$ cat src/rtl/disp_bist_pkg.sv
package disp_bist_pkg;

    typedef enum logic [1:0] {
        ST_IDLE  = 2'd0,
        ST_WALK  = 2'd1,
        ST_PAT_A = 2'd2,
        ST_PAT_B = 2'd3
    } bist_state_e;

    localparam int CW_WIDTH    = 8;
    localparam int CW_PASS_BIT = 5;
    localparam logic [7:0] BLANK_CODE = 8'h20;

endpackage

$ cat src/rtl/disp_bist_walk.sv
module disp_bist_walk #(
    parameter int CODES  = 128,
    parameter int ROWS   = 7,
    parameter int DOT_W  = 5,
    parameter int SUM_W  = 16,
    parameter int CODE_W = $clog2(CODES),
    parameter int ROW_W  = $clog2(ROWS)
) (
    input  logic              clk,
    input  logic              rst_n,
    input  logic              clear_i,
    input  logic              step_i,
    input  logic [DOT_W-1:0]  rom_data_i,
    output logic [CODE_W-1:0] code_o,
    output logic [ROW_W-1:0]  row_o,
    output logic              last_o,
    output logic [SUM_W-1:0]  sum_o
);

    localparam logic [CODE_W-1:0] LAST_CODE = CODE_W'(CODES - 1);
    localparam logic [ROW_W-1:0]  LAST_ROW  = ROW_W'(ROWS - 1);

    typedef struct packed {
        logic [CODE_W-1:0] code;
        logic [ROW_W-1:0]  row;
        logic [SUM_W-1:0]  sum;
    } walk_t;

    walk_t walk_d, walk_q;
    logic  row_end;

    always_comb begin
        walk_d  = walk_q;
        row_end = (walk_q.row == LAST_ROW);
        last_o  = row_end && (walk_q.code == LAST_CODE);
        sum_o   = walk_q.sum + SUM_W'(rom_data_i);
        if (clear_i) begin
            walk_d = '0;
        end else if (step_i) begin
            walk_d.sum = sum_o;
            if (row_end) begin
                walk_d.row  = '0;
                walk_d.code = walk_q.code + 1'b1;
            end else begin
                walk_d.row = walk_q.row + 1'b1;
            end
        end
    end

    always_ff @(posedge clk or negedge rst_n) begin
        if (!rst_n) walk_q <= '0;
        else        walk_q <= walk_d;
    end

    assign code_o = walk_q.code;
    assign row_o  = walk_q.row;

    // inside a glyph the row advances by one and the code holds
    assert_row_advance_R3: assert property (@(posedge clk) disable iff (!rst_n)
        (step_i && !clear_i && (row_o != LAST_ROW))
        |=> (row_o == $past(row_o) + 1'b1) && (code_o == $past(code_o)));

    // at the end of a glyph the next code starts at row 0
    assert_code_advance_R3: assert property (@(posedge clk) disable iff (!rst_n)
        (step_i && !clear_i && (row_o == LAST_ROW))
        |=> (row_o == '0) && (code_o == $past(code_o) + 1'b1));

endmodule

$ cat src/rtl/disp_bist_pat.sv
module disp_bist_pat #(
    parameter int CNT_W   = 17,
    parameter int PAT_LEN = 130624
) (
    input  logic clk,
    input  logic rst_n,
    input  logic clear_i,
    input  logic step_i,
    output logic last_o
);

    localparam logic [CNT_W-1:0] LAST_CNT = CNT_W'(PAT_LEN - 1);

    typedef struct packed {
        logic [CNT_W-1:0] cnt;
    } pat_t;

    pat_t pat_d, pat_q;

    always_comb begin
        pat_d  = pat_q;
        last_o = (pat_q.cnt == LAST_CNT);
        if (clear_i) begin
            pat_d.cnt = '0;
        end else if (step_i) begin
            pat_d.cnt = last_o ? '0 : pat_q.cnt + 1'b1;
        end
    end

    always_ff @(posedge clk or negedge rst_n) begin
        if (!rst_n) pat_q <= '0;
        else        pat_q <= pat_d;
    end

    // a phase end is followed by a fresh count, never a second end
    assert_pat_wrap_R5: assert property (@(posedge clk) disable iff (!rst_n)
        (last_o && step_i && !clear_i) |=> !last_o);

endmodule

$ cat src/rtl/disp_bist_seq.sv
module disp_bist_seq
    import disp_bist_pkg::*;
#(
    parameter int          CODES      = 128,
    parameter int          ROWS       = 7,
    parameter int          DOT_W      = 5,
    parameter int          SUM_W      = 16,
    parameter int          TOTAL_LOG2 = 18,
    parameter logic [15:0] EXP_SUM    = 16'h0000,
    parameter int          CODE_W     = $clog2(CODES),
    parameter int          ROW_W      = $clog2(ROWS)
) (
    input  logic              clk,
    input  logic              rst_n,
    input  logic              start_i,
    output logic              rom_rd_o,
    output logic [CODE_W-1:0] rom_code_o,
    output logic [ROW_W-1:0]  rom_row_o,
    input  logic [DOT_W-1:0]  rom_data_i,
    output logic              busy_o,
    output logic              pattern_on_o,
    output logic              pattern_inv_o,
    output logic              done_o,
    output logic              pass_o,
    output logic [7:0]        ctrl_word_o,
    output logic [7:0]        udc_addr_o,
    output logic [7:0]        char_fill_o
);

    localparam int WALK_LEN = CODES * ROWS;
    localparam int TOTAL    = 2 ** TOTAL_LOG2;
    localparam int PAT_LEN  = (TOTAL / 2) - (WALK_LEN / 2);
    localparam int PAT_W    = TOTAL_LOG2 - 1;

    typedef struct packed {
        bist_state_e st;
        logic        pass;
    } seq_t;

    seq_t seq_d, seq_q;

    logic             clear;
    logic             walk_step, walk_last;
    logic             pat_step, pat_last;
    logic [SUM_W-1:0] sum_next;

    disp_bist_walk #(
        .CODES (CODES),
        .ROWS  (ROWS),
        .DOT_W (DOT_W),
        .SUM_W (SUM_W),
        .CODE_W(CODE_W),
        .ROW_W (ROW_W)
    ) u_walk (
        .clk       (clk),
        .rst_n     (rst_n),
        .clear_i   (clear),
        .step_i    (walk_step),
        .rom_data_i(rom_data_i),
        .code_o    (rom_code_o),
        .row_o     (rom_row_o),
        .last_o    (walk_last),
        .sum_o     (sum_next)
    );

    disp_bist_pat #(
        .CNT_W  (PAT_W),
        .PAT_LEN(PAT_LEN)
    ) u_pat (
        .clk    (clk),
        .rst_n  (rst_n),
        .clear_i(clear),
        .step_i (pat_step),
        .last_o (pat_last)
    );

    always_comb begin
        seq_d     = seq_q;
        clear     = (seq_q.st == ST_IDLE) && start_i;
        walk_step = (seq_q.st == ST_WALK);
        pat_step  = (seq_q.st == ST_PAT_A) || (seq_q.st == ST_PAT_B);
        unique case (seq_q.st)
            ST_IDLE: if (start_i) begin
                seq_d.st   = ST_WALK;
                seq_d.pass = 1'b0;
            end
            ST_WALK: if (walk_last) begin
                seq_d.st   = ST_PAT_A;
                seq_d.pass = (sum_next == SUM_W'(EXP_SUM));
            end
            ST_PAT_A: if (pat_last) seq_d.st = ST_PAT_B;
            ST_PAT_B: if (pat_last) seq_d.st = ST_IDLE;
            default:  seq_d.st = ST_IDLE;
        endcase
    end

    always_ff @(posedge clk or negedge rst_n) begin
        if (!rst_n) seq_q <= '{st: ST_IDLE, pass: 1'b0};
        else        seq_q <= seq_d;
    end

    assign busy_o        = (seq_q.st != ST_IDLE);
    assign rom_rd_o      = walk_step;
    assign pattern_on_o  = pat_step;
    assign pattern_inv_o = (seq_q.st == ST_PAT_B);
    assign done_o        = (seq_q.st == ST_PAT_B) && pat_last;
    assign pass_o        = seq_q.pass;
    assign ctrl_word_o   = done_o ? (8'(seq_q.pass) << CW_PASS_BIT) : 8'h00;
    assign udc_addr_o    = done_o ? 8'hFF : 8'h00;
    assign char_fill_o   = done_o ? BLANK_CODE : 8'h00;

    // Busy-cycle counter used only by the length check below
    logic [TOTAL_LOG2:0] busy_cyc_q;
    always_ff @(posedge clk or negedge rst_n) begin
        if (!rst_n)      busy_cyc_q <= '0;
        else if (busy_o) busy_cyc_q <= busy_cyc_q + 1'b1;
        else             busy_cyc_q <= '0;
    end

    // the done pulse lands in busy cycle number TOTAL
    assert_total_len_R2: assert property (@(posedge clk) disable iff (!rst_n)
        done_o |-> (busy_cyc_q == (TOTAL_LOG2 + 1)'(TOTAL - 1)));

    // the test ends right after done
    assert_done_ends_R2: assert property (@(posedge clk) disable iff (!rst_n)
        done_o |=> !busy_o);

    // nothing but done ends a running test
    assert_no_early_end_R7: assert property (@(posedge clk) disable iff (!rst_n)
        (busy_o && !done_o) |=> busy_o);

    // the plain checkerboard always comes first
    assert_pat_order_R5: assert property (@(posedge clk) disable iff (!rst_n)
        $rose(pattern_on_o) |-> !pattern_inv_o);

    // the result is frozen during the pattern phases
    assert_pass_hold_R9: assert property (@(posedge clk) disable iff (!rst_n)
        (pattern_on_o && $past(pattern_on_o)) |-> $stable(pass_o));

endmodule

$ cat config.mk
export PLATFORM = sky130hd
export DESIGN_NAME = disp_bist_seq
export DESIGN_NICKNAME = d
export VERILOG_FILES = /design/src/rtl/disp_bist_pkg.sv /design/src/rtl/disp_bist_walk.sv /design/src/rtl/disp_bist_pat.sv /design/src/rtl/disp_bist_seq.sv
export SDC_FILE = /design/constraint.sdc
export NUM_CORES = 1
export LEC_CHECK = 0
export BUFFER_PORTS_ARGS = -buffer_cell sky130_fd_sc_hd__buf_2
export CORE_MARGIN = 2
export CORE_UTILIZATION = 57
export CTS_CLUSTER_SIZE = 30
export DETAILED_ROUTE_END_ITERATION = 6
export PLACE_DENSITY = 0.8
export SLEW_MARGIN = 20
export SYNTH_ARGS = -nofsm -noshare
export SYNTH_HDL_FRONTEND = slang
export SYNTH_SLANG_ARGS = --single-unit
$ cat constraint.sdc
create_clock -name clk -period 3.2 [get_ports clk]
set_input_delay 0.32 -clock clk [delete_from_list [all_inputs] [get_ports clk]]
set_output_delay 0.32 -clock clk [all_outputs]
set_load 0.02 [all_outputs]
==> results of run 1 <==
==> layout make-up <==
type,instances,share of cell area
tap,70,0.02759
timing repair buffer,36,0.05991
multi-input combinational,254,0.5104
sequential,46,0.3626
clock inverter,2,0.003942
clock buffer,6,0.02602
inverter,8,0.009460
==> sequential cells by signal (all words and copies together), names as in the netlist <==
register       count
pass_o             1
seq_q              2
u_pat.pat_q       17
u_walk.code_o      7
u_walk.row_o       3
u_walk.walk_q     16
==> kinds of logic (layout without fill, tap and decap cells) <==
kind of cell	Yosys count	in the layout	synth area share
other	1	14	0.001222
buffers and inverters	54	52	0.1126
AND/OR/NAND/NOR	127	127	0.2104
flip-flops	46	46	0.3752
AO/OA/AOI/OAI	66	66	0.1427
multiplexers	10	10	0.03385
adder cells (fa/ha/maj)	13	13	0.05546
XOR/XNOR	24	24	0.06851
==> per-stage QoR <==
step                      setup WS [ns]  hold slack [ns]
after floorplan                  0.8767          0.02441
after global placement           0.7571           0.4639
after detailed placement         0.5814           0.4611
after CTS                        0.6142           0.2344
after global routing             0.4190          0.06092
final                            0.6147         0.001062
==> final timing paths <==
check / to / slack, ns
setup / recovery: pass_o / 0.61
hold / removal: u_walk.code_o[3] / 0.001
setup reg to reg: pass_o / 0.61
hold reg to reg: u_pat.pat_q[12] / 0.48
max in group asynchronous: u_pat.pat_q[11] / 2.77
min in group clk: u_pat.pat_q[6] / 0.41
==> report_power, final <==
| group | internal, W | switching [W] | leakage [nW] |
|---|---|---|---|
| Combinational | 0.000197 | 0.000284 | 0.797 |
| Clock | 0.000174 | 0.000192 | 0.0472 |
| Sequential | 0.000639 | 0.0000671 | 0.599 |
==> layer usage <==
layer,GRT usage,vias to the layer above,part of all wire
li1,-,1167,-
met1,0.2792,1105,0.46
met2,0.3443,62,0.49
met3,0.02791,11,0.040
met4,0.06964,0,0.014
met5,0,-,0
==> cells in the final DEF (no fill, tap or decap), types with 2 or more instances in the layout <==
cell and count:
xnor2_1 10, nor3b_1 2, nand2_1 30, ha_1 12
o21bai_1 2, nand2b_1 2, nand3_1 10, and3_1 6
buf_4 4, and2_1 5, nor3_1 5, clkbuf_8 6
inv_1 8, nor2b_1 3, mux2_1 2, a21o_1 4
nor2_1 39, conb_1 14, o31ai_1 6, o21ai_0 12
a31oi_1 3, nand4_1 12, dfrtp_1 46, and4_1 3
buf_2 32, a311oi_1 2, mux2i_1 7, a21oi_1 12
o41ai_1 2, o21ai_1 13, xor2_1 14
==> flow_summary.yaml, run 1 <==
critical_path:
  cp_num_cells: 8
  cp.required_ns: 3.40
  worstSetupEndpointType: "flip-flop"
  slowest_stage: "a2111oi_0"
  timing.rr.start: "u_walk.walk_q[0]"
  path_class: "reg2reg"
  slowest_delay_ns: 0.49
  crit_chain: "ha_1, fa_1, xnor2_1, nand2_1, a2111oi_0, nand4_1, a2111o_1, o31ai_1"
  crit_family: "compound AO/OA/AOI/OAI gates"
  reg2regPathDepth: 8
  cp-start-kind: "flip-flop"
  arrival_ns: 2.79
  path_max_fanout: 2
  crit_start: "u_walk.walk_q[0]"
  worst-path-buf-inv: 0
floorplanning:
  initial_core_util: 0.5969
  core_area_um2: 5140
  ioPinCount: 48
  rows: 26
  die_x_um: 77.37
  die_area_um2: 5985
  die-height_um: 77.37
synth:
  async_flop_share: 1.000
  ys_types: 54
  synth-edff-count: 0
  synth_top_area_cell: "dfrtp_1"
  synth.most_common_cell: "dfrtp_1"
  ys_top_cells_by_area: "dfrtp_1, buf_4, ha_1"
  synth_top_cells_by_count: "dfrtp_1, nor2_1, buf_4"
  syn_avg_cell_area_um2: 8.997
  netlist_area_um2: 3068
  synth_ff_type: "dfrtp_1"
  yosys_warnings: 0
  synth_top_area_share: 0.3752
  ys_seq_area_frac: 0.3752
  syn_inst: 341
  ys_ff_latch: 46
route:
  wl_um: 5721
  routed_via_density: 5.557
  ant_nets: 0
  wl_per_cell_um: 13.56
  drt_iter0_markers: 204
  route.detailed.drc: 0
  vias: 2345
  first_pass_iters: 4
cells_and_area:
  instances_no_fill: 422
  drive_gt1_frac: 0.1506
  multiInputGateArea_um2: 1620
  synthToLayoutAreaGrowth_pct: 3.466
  diodes: 0
  seq_area_um2: 1151
  final_nets: 372
  final_core_util: 0.6176
  fin_area_um2: 3174
  fillers: 458
place:
  placed_area_um2: 3077
  dp.cells: 414
  portBuffers: 33
  place_hpwl_um: 4102
  routabilityCongestion: 0.9115
sta:
  setup_tns_ns: 0
  hold_viol: 0
  period_share: 0.8079
  setup_viol: 0
  fin_skew_ns: 0.006673
  drv_slew: 0
  worst_slew_pin_slew_ns: 0.9160
  max_slew_margin: 0.3871
  fmax_ghz: 0.3868
  period_minus_slack_ns: 2.585
  rsz0062_at_grt: "no"
cts:
  path_clk_slew_ns: 0.08
  numCtsBuffers: 5
  cts_hold_buf: 0
  ctsLongestPathBuffers: 2
  cts.repair.resized: 0
  cts_tree: "built"
  cts.htree.levels: 2
  cts.sinks: 46
  clk_latency_ns: 0.29
  root_buffer: "clkbuf_8"
  post_cts_buffers: 0
run:
  maxCapViolations: 0
pwr:
  p_leak_nw: 1.443
  totalPowerFinal_w: 0.001553
  max-vdd-ir-drop_mv: 0.2415
  p_per_area_nw_per_um2: 489.2
global_route:
  grt_pass1_vias: 2260
  grt_pass1_wl_um: 10320
  grt_start_max_net_pins: 47
  grt_usage: 0.2070
  grt_antenna_before_repair: 0
  overflow: 0
status:
  status: "finished clean"
min_path:
  min_path_type: "in2async"
No activity file was read; power rests on OpenSTA's default activity.
==> run 2: changes to the inputs <==
--- a/config.mk
+++ b/config.mk
@@ -7,10 +7,10 @@
 export LEC_CHECK = 0
 export BUFFER_PORTS_ARGS = -buffer_cell sky130_fd_sc_hd__buf_2
 export CORE_MARGIN = 2
-export CORE_UTILIZATION = 57
+export CORE_UTILIZATION = 52
 export CTS_CLUSTER_SIZE = 30
 export DETAILED_ROUTE_END_ITERATION = 6
-export PLACE_DENSITY = 0.8
+export PLACE_DENSITY = 0.77
 export SLEW_MARGIN = 20
 export SYNTH_ARGS = -nofsm -noshare
 export SYNTH_HDL_FRONTEND = slang
==> constraint.sdc (replaced) <==
create_clock -name clk -period 2.25 [get_ports clk]
set_input_delay 0.225 -clock clk [delete_from_list [all_inputs] [get_ports clk]]
set_output_delay 0.225 -clock clk [all_outputs]
set_load 0.02 [all_outputs]
==> run 2 against run 1 <==
  * Wire length up 20%
  * Largest cell class unchanged
  * Cell count up 8.3%
  * Clock-buffer cell count unchanged
  * Non-clock buffer count up 32
  * Die area up 9.1%
  * The run now ends with setup timing left
  * First-iteration DRC count down 18%
  * Highest routed layer unchanged
  * Sequential cell count unchanged
  * Sequential share of layout area down 4.4 points
  * Final area up 14%
==> flow_summary.yaml, run 2 (synthesis gave the netlist of run 1 again) <==
sta:
  period_minus_slack_ns: 2.323
  rsz0062_at_grt: "yes"
  hold_viol: 0
  fmax_ghz: 0.4305
  setup_viol: 14
  period_share: 1.032
  holdWs_ns: 0.3451
  fin_skew_ns: 0.01778
  drv_slew: 0
  setup_ws_ns: -0.07277
floorplanning:
  initial_core_util: 0.5471
  core_area_um2: 5608
  ioPinCount: 48
  rows: 27
  die-height_um: 80.81
  die_area_um2: 6530
  die_x_um: 80.81
run:
  maxCapViolations: 0
pwr:
  p_clk_frac: 0.243
  p_per_area_nw_per_um2: 714.6
  p_leak_nw: 1.645
  internal-power_w: 0.001692
  p_sw_w: 0.0008909
  p_seq_frac: 0.392
  p_sw_frac: 0.3449
  max-vdd-ir-drop_mv: 0.5587
  p_comb_frac: 0.365
critical_path:
  cp-start-kind: "flip-flop"
  arrival_ns: 2.10
  worstSetupEndpointType: "primary output"
  timing.rr.start: "u_walk.walk_q[0]"
  r2r_setup_slack_ns: -0.06
  cp.required_ns: 2.03
  reg2regPathDepth: 8
  path_class: "reg2out"
  path_max_fanout: 5
  r2r_end: "pass_o"
cts:
  cts.sinks: 46
  cts_tree: "built"
  path_clk_slew_ns: 0.10
  clk_latency_ns: 0.31
  numCtsBuffers: 5
  root_buffer: "clkbuf_8"
  ctsLongestPathBuffers: 2
  cts.htree.levels: 2
min_path:
  min_path_type: "in2reg"
  hold_depth: 4
  min_from: "start_i"
  min_to: "u_walk.walk_q[2]"
cells_and_area:
  top_register: "u_pat.pat_q"
  mostFrequentLayoutCells: "dfrtp_1, nor2_1, nand2_1"
  drive_gt1_frac: 0.2571
  diodes: 0
  final_nets: 405
  instances_no_fill: 457
  synthToLayoutAreaGrowth_pct: 17.82
  final_core_util: 0.6446
  largest_reg_flops: 17
  final_common_cell: "dfrtp_1"
  fillers: 478
route:
  wl_per_cell_um: 15.03
  vias: 2558
  first_pass_iters: 4
  wl_um: 6868
  routed_via_density: 5.597
  ant_nets: 0
  drt_iter0_markers: 167
  route.detailed.drc: 0
global_route:
  grt_antenna_before_repair: 0
  overflow: 0
  grt_usage: 0.2191
  grt_pass1_vias: 2434
  grt_start_max_net_pins: 28
  grt_pass1_wl_um: 11250
status:
  violations: "setup timing"
  status: "finished with violations"
place:
  dp.cells: 436
  routabilityCongestion: 0.8536
  portBuffers: 33
  place_hpwl_um: 4584
## run 2: per-stage QoR
stage	cell area (um2)	setup WS, ns	TNS, ns	total power (W)
final	3615	-0.07277	-0.8153	0.002583
after global routing	3615	-0.1972	-2.168	0.002724
after CTS	3471	-0.1284	-0.5525	0.002525
after detailed placement	3242	-0.1334	-0.1334	0.001835
after global placement	3242	-0.008905	-0.008905	0.001799
after floorplan	3129	0.02166	0	0.001581
## run 2: layout make-up
cell class | count | area, um2 | share of cell area
clock buffer | 6 | 72.57 | 0.02008
clock inverter | 2 | 37.54 | 0.01038
sequential | 46 | 1151 | 0.3184
tap | 72 | 90.09 | 0.02492
multi-input combinational | 255 | 1724 | 0.4770
timing repair buffer | 68 | 509.2 | 0.1409
inverter | 8 | 30.03 | 0.008307
## run 2: worst max-delay path: stages, from the launching register on
cell	delay, ns
dfrtp_1	0.40
or4b_1	0.52
or3_4	0.37
nor2_4	0.15
and2_4	0.22
buf_6	0.13
## run 2: metal layers
layer,GRT usage,routed length [um],vias to the layer above
met5,0,0,-
met4,0.06441,85,0
met3,0.04222,300,8
met2,0.3909,3537,67
met1,0.2679,2945,1255
li1,-,-,1228
## run 2: how the worst max path moves through the flow
stage                     startpoint              to  slack, ns  depth (start not counted)
global placement    u_walk.walk_q[0]          pass_o     -0.009                          8
global route        u_walk.walk_q[0]          pass_o      -0.20                          8
finish                u_pat.pat_q[8]   udc_addr_o[2]      -0.07                          5
floorplan             u_pat.pat_q[6]  char_fill_o[5]       0.02                          6
detailed placement  u_walk.walk_q[0]          pass_o      -0.13                          8
CTS                 u_walk.walk_q[0]          pass_o      -0.13                          8
## run 2: what timing repair did
item	in CTS	in global routing
pin swaps	12	12
resized for setup	24	26
hold buffers	1	0
endpoints found under the setup margin	11	24
cloned	1	2
hold endpoints to repair	19	0
setup buffers	4	5
## run 2: power by group through the flow
| stage | combinational (W) | sequential, W | clock [W] |
|---|---|---|---|
| 4_1_cts | 0.000879 | 0.00101 | 0.000637 |
| 2_1_floorplan | 0.000602 | 0.000979 | 0 |
| 5_1_grt | 0.00103 | 0.00102 | 0.000674 |
| 3_3_place_gp | 0.000780 | 0.00102 | 0 |
| 6_report | 0.000943 | 0.00101 | 0.000627 |
| 3_5_place_dp | 0.000812 | 0.00102 | 0 |
==> run 3: changes to the inputs <==
--- a/config.mk
+++ b/config.mk
@@ -10,6 +10,7 @@
 export CORE_UTILIZATION = 52
 export CTS_CLUSTER_SIZE = 30
 export DETAILED_ROUTE_END_ITERATION = 6
+export GPL_TIMING_DRIVEN = 0
 export PLACE_DENSITY = 0.77
 export SLEW_MARGIN = 20
 export SYNTH_ARGS = -nofsm -noshare
==> constraint.sdc (replaced) <==
create_clock -name clk -period 2.25 [get_ports clk]
set_input_delay 0.1125 -clock clk [delete_from_list [all_inputs] [get_ports clk]]
set_output_delay 0.1125 -clock clk [all_outputs]
set_load 0.02 [all_outputs]
==> run 3 against run 2 <==
  * The flow still finishes with violations (setup timing)
  * Sequential share of layout area fell by 1.5 points
  * Non-clock buffer count rose by 23
  * Worst hold slack got worse by 0.068 ns
  * First-iteration DRC count fell by 19%
  * Die area did not move
  * Cell count rose by 4.8%
  * Critical path depth rose by 3
  * Clock skew fell by 0.010 ns
  * Combinational power rose by 3.2%
  * Worst setup slack got worse by 0.073 ns
  * Sequential cell count did not move
==> flow_summary.yaml, run 3 (synthesis gave the netlist of run 1 again) <==
route:
  route.detailed.drc: 0
  vias: 2621
  wl_per_cell_um: 14.14
  routed_via_density: 5.472
  wl_um: 6771
  drt_iter0_markers: 136
  ant_nets: 0
  first_pass_iters: 4
cts:
  cts_tree: "built"
  numCtsBuffers: 5
  ctsLongestPathBuffers: 2
  root_buffer: "clkbuf_8"
  cts.sinks: 46
  clk_latency_ns: 0.29
  cts.htree.levels: 2
  path_clk_slew_ns: 0.09
sta:
  rsz0062_at_grt: "yes"
  period_share: 1.065
  max_slew_margin: 0.5090
  period_minus_slack_ns: 2.395
  setup_ws_ns: -0.1453
  fmax_ghz: 0.4175
  fin_skew_ns: 0.007589
  worst_slew_pin_slew_ns: 0.7298
  setup_tns_ns: -0.3084
  hold_viol: 0
  drv_slew: 0
  holdWs_ns: 0.2776
  setup_viol: 8
cells_and_area:
  final_common_cell: "dfrtp_1"
  instances_no_fill: 479
  mostFrequentLayoutCells: "dfrtp_1, nor2_1, buf_4"
  final_nets: 428
  multiInputGateArea_um2: 1755
  fillers: 452
  seq_area_um2: 1152
  synthToLayoutAreaGrowth_pct: 23.74
  final_core_util: 0.6769
  diodes: 0
  drive_gt1_frac: 0.3071
  largest_reg_flops: 17
  top_register: "u_pat.pat_q"
critical_path:
  r2r_setup_slack_ns: -0.15
  slowest_delay_ns: 0.40
  path_max_fanout: 3
  arrival_ns: 2.60
  cp.required_ns: 2.46
  slowest_stage: "dfrtp_1"
  worstSetupEndpointType: "flip-flop"
  crit_family: "compound AO/OA/AOI/OAI gates"
  cp-start-kind: "flip-flop"
  crit_chain: "ha_2, fa_2, a21o_1, a21oi_2, xnor2_1, a311o_1, a2111o_1, o31ai_2"
  worst-path-buf-inv: 0
  path_class: "reg2reg"
place:
  portBuffers: 33
  routabilityCongestion: 0.8230
  place_hpwl_um: 4403
  dp.cells: 459
pwr:
  totalPowerFinal_w: 0.002446
  p_leak_nw: 1.734
  p_per_area_nw_per_um2: 644.2
  max-vdd-ir-drop_mv: 0.5974
min_path:
  min_path_type: "in2reg"
status:
  violations: "setup timing"
  status: "finished with violations"
global_route:
  grt_pass1_vias: 2390
  grt_start_max_net_pins: 47
  grt_pass1_wl_um: 10960
  grt_usage: 0.2110
  grt_antenna_before_repair: 0
  overflow: 0
run:
  maxCapViolations: 0
floorplanning:
  die-height_um: 80.81
  ioPinCount: 48
  rows: 27
  die_x_um: 80.81
  die_area_um2: 6530
  initial_core_util: 0.5471
  core_area_um2: 5608
==> run 3: changes by cell type in the layout (fill, tap and decap cells not counted), sizes merged <==
cell,previous run,this run
buf,67,83
bufinv,1,0
clkbuf,6,12
clkinv,0,2
clkinvlp,1,0
==> run 3: stage by stage <==
step | instance area [um2] | setup WS [ns]
after CTS | 3659 | -0.1235
after global placement | 3385 | -0.2267
final | 3796 | -0.1453
after floorplan | 3129 | 0.04267
after detailed placement | 3385 | -0.1932
after global routing | 3796 | -0.2215
==> run 3: what timing repair did <==
item,CTS,global route
pin swaps,4,9
cloned,2,0
endpoints found under the hold margin,0,46
endpoints found under the setup margin,17,42
hold buffers,0,1
gates resized for setup,37,27
buffers inserted,10,3
==> run 3: final timing paths <==
path	depth (start not counted)	start	to
max	8	u_walk.walk_q[0]	pass_o
max in group asynchronous	2	rst_n	u_pat.pat_q[6]
max reg2reg	8	u_walk.walk_q[0]	pass_o
min reg2reg	1	u_pat.pat_q[12]	u_pat.pat_q[12]
min	4	start_i	u_walk.walk_q[2]
min in group asynchronous	2	rst_n	u_walk.code_o[4]
==> run 3: cell type report <==
class                           count  area share
Multi-Input combinational cell    255      0.4624
Sequential cell                    46      0.3036
Timing Repair Buffer               48     0.09394
Buffer                             43     0.08767
Tap cell                           72     0.02373
Clock buffer                        5     0.01813
Inverter                            8    0.007910
Clock inverter                      2    0.002637
==> run 3: power by group <==
group / total, W / switching [W] / internal, W
Sequential: 0.000990 / 0.0000823 / 0.000908
Combinational: 0.000973 / 0.000501 / 0.000472
Clock: 0.000482 / 0.000273 / 0.000209
==> run 3: per-layer routing <==
metal  vias up  wire, um  GRT usage
met2        70      3329     0.3752
met5         -         0          0
met4         0       123    0.04915
met3        17       256    0.03000
li1       1276         -          -
met1      1258      3063     0.2713
==> run 3: worst register-to-register path, delay by kind of cell, from the launching register on <==
family          cells  cell delay (ns)
compound gates      5             1.24
fa+ha+maj           2             0.57
xor+xnor            1             0.10
flops               1             0.40
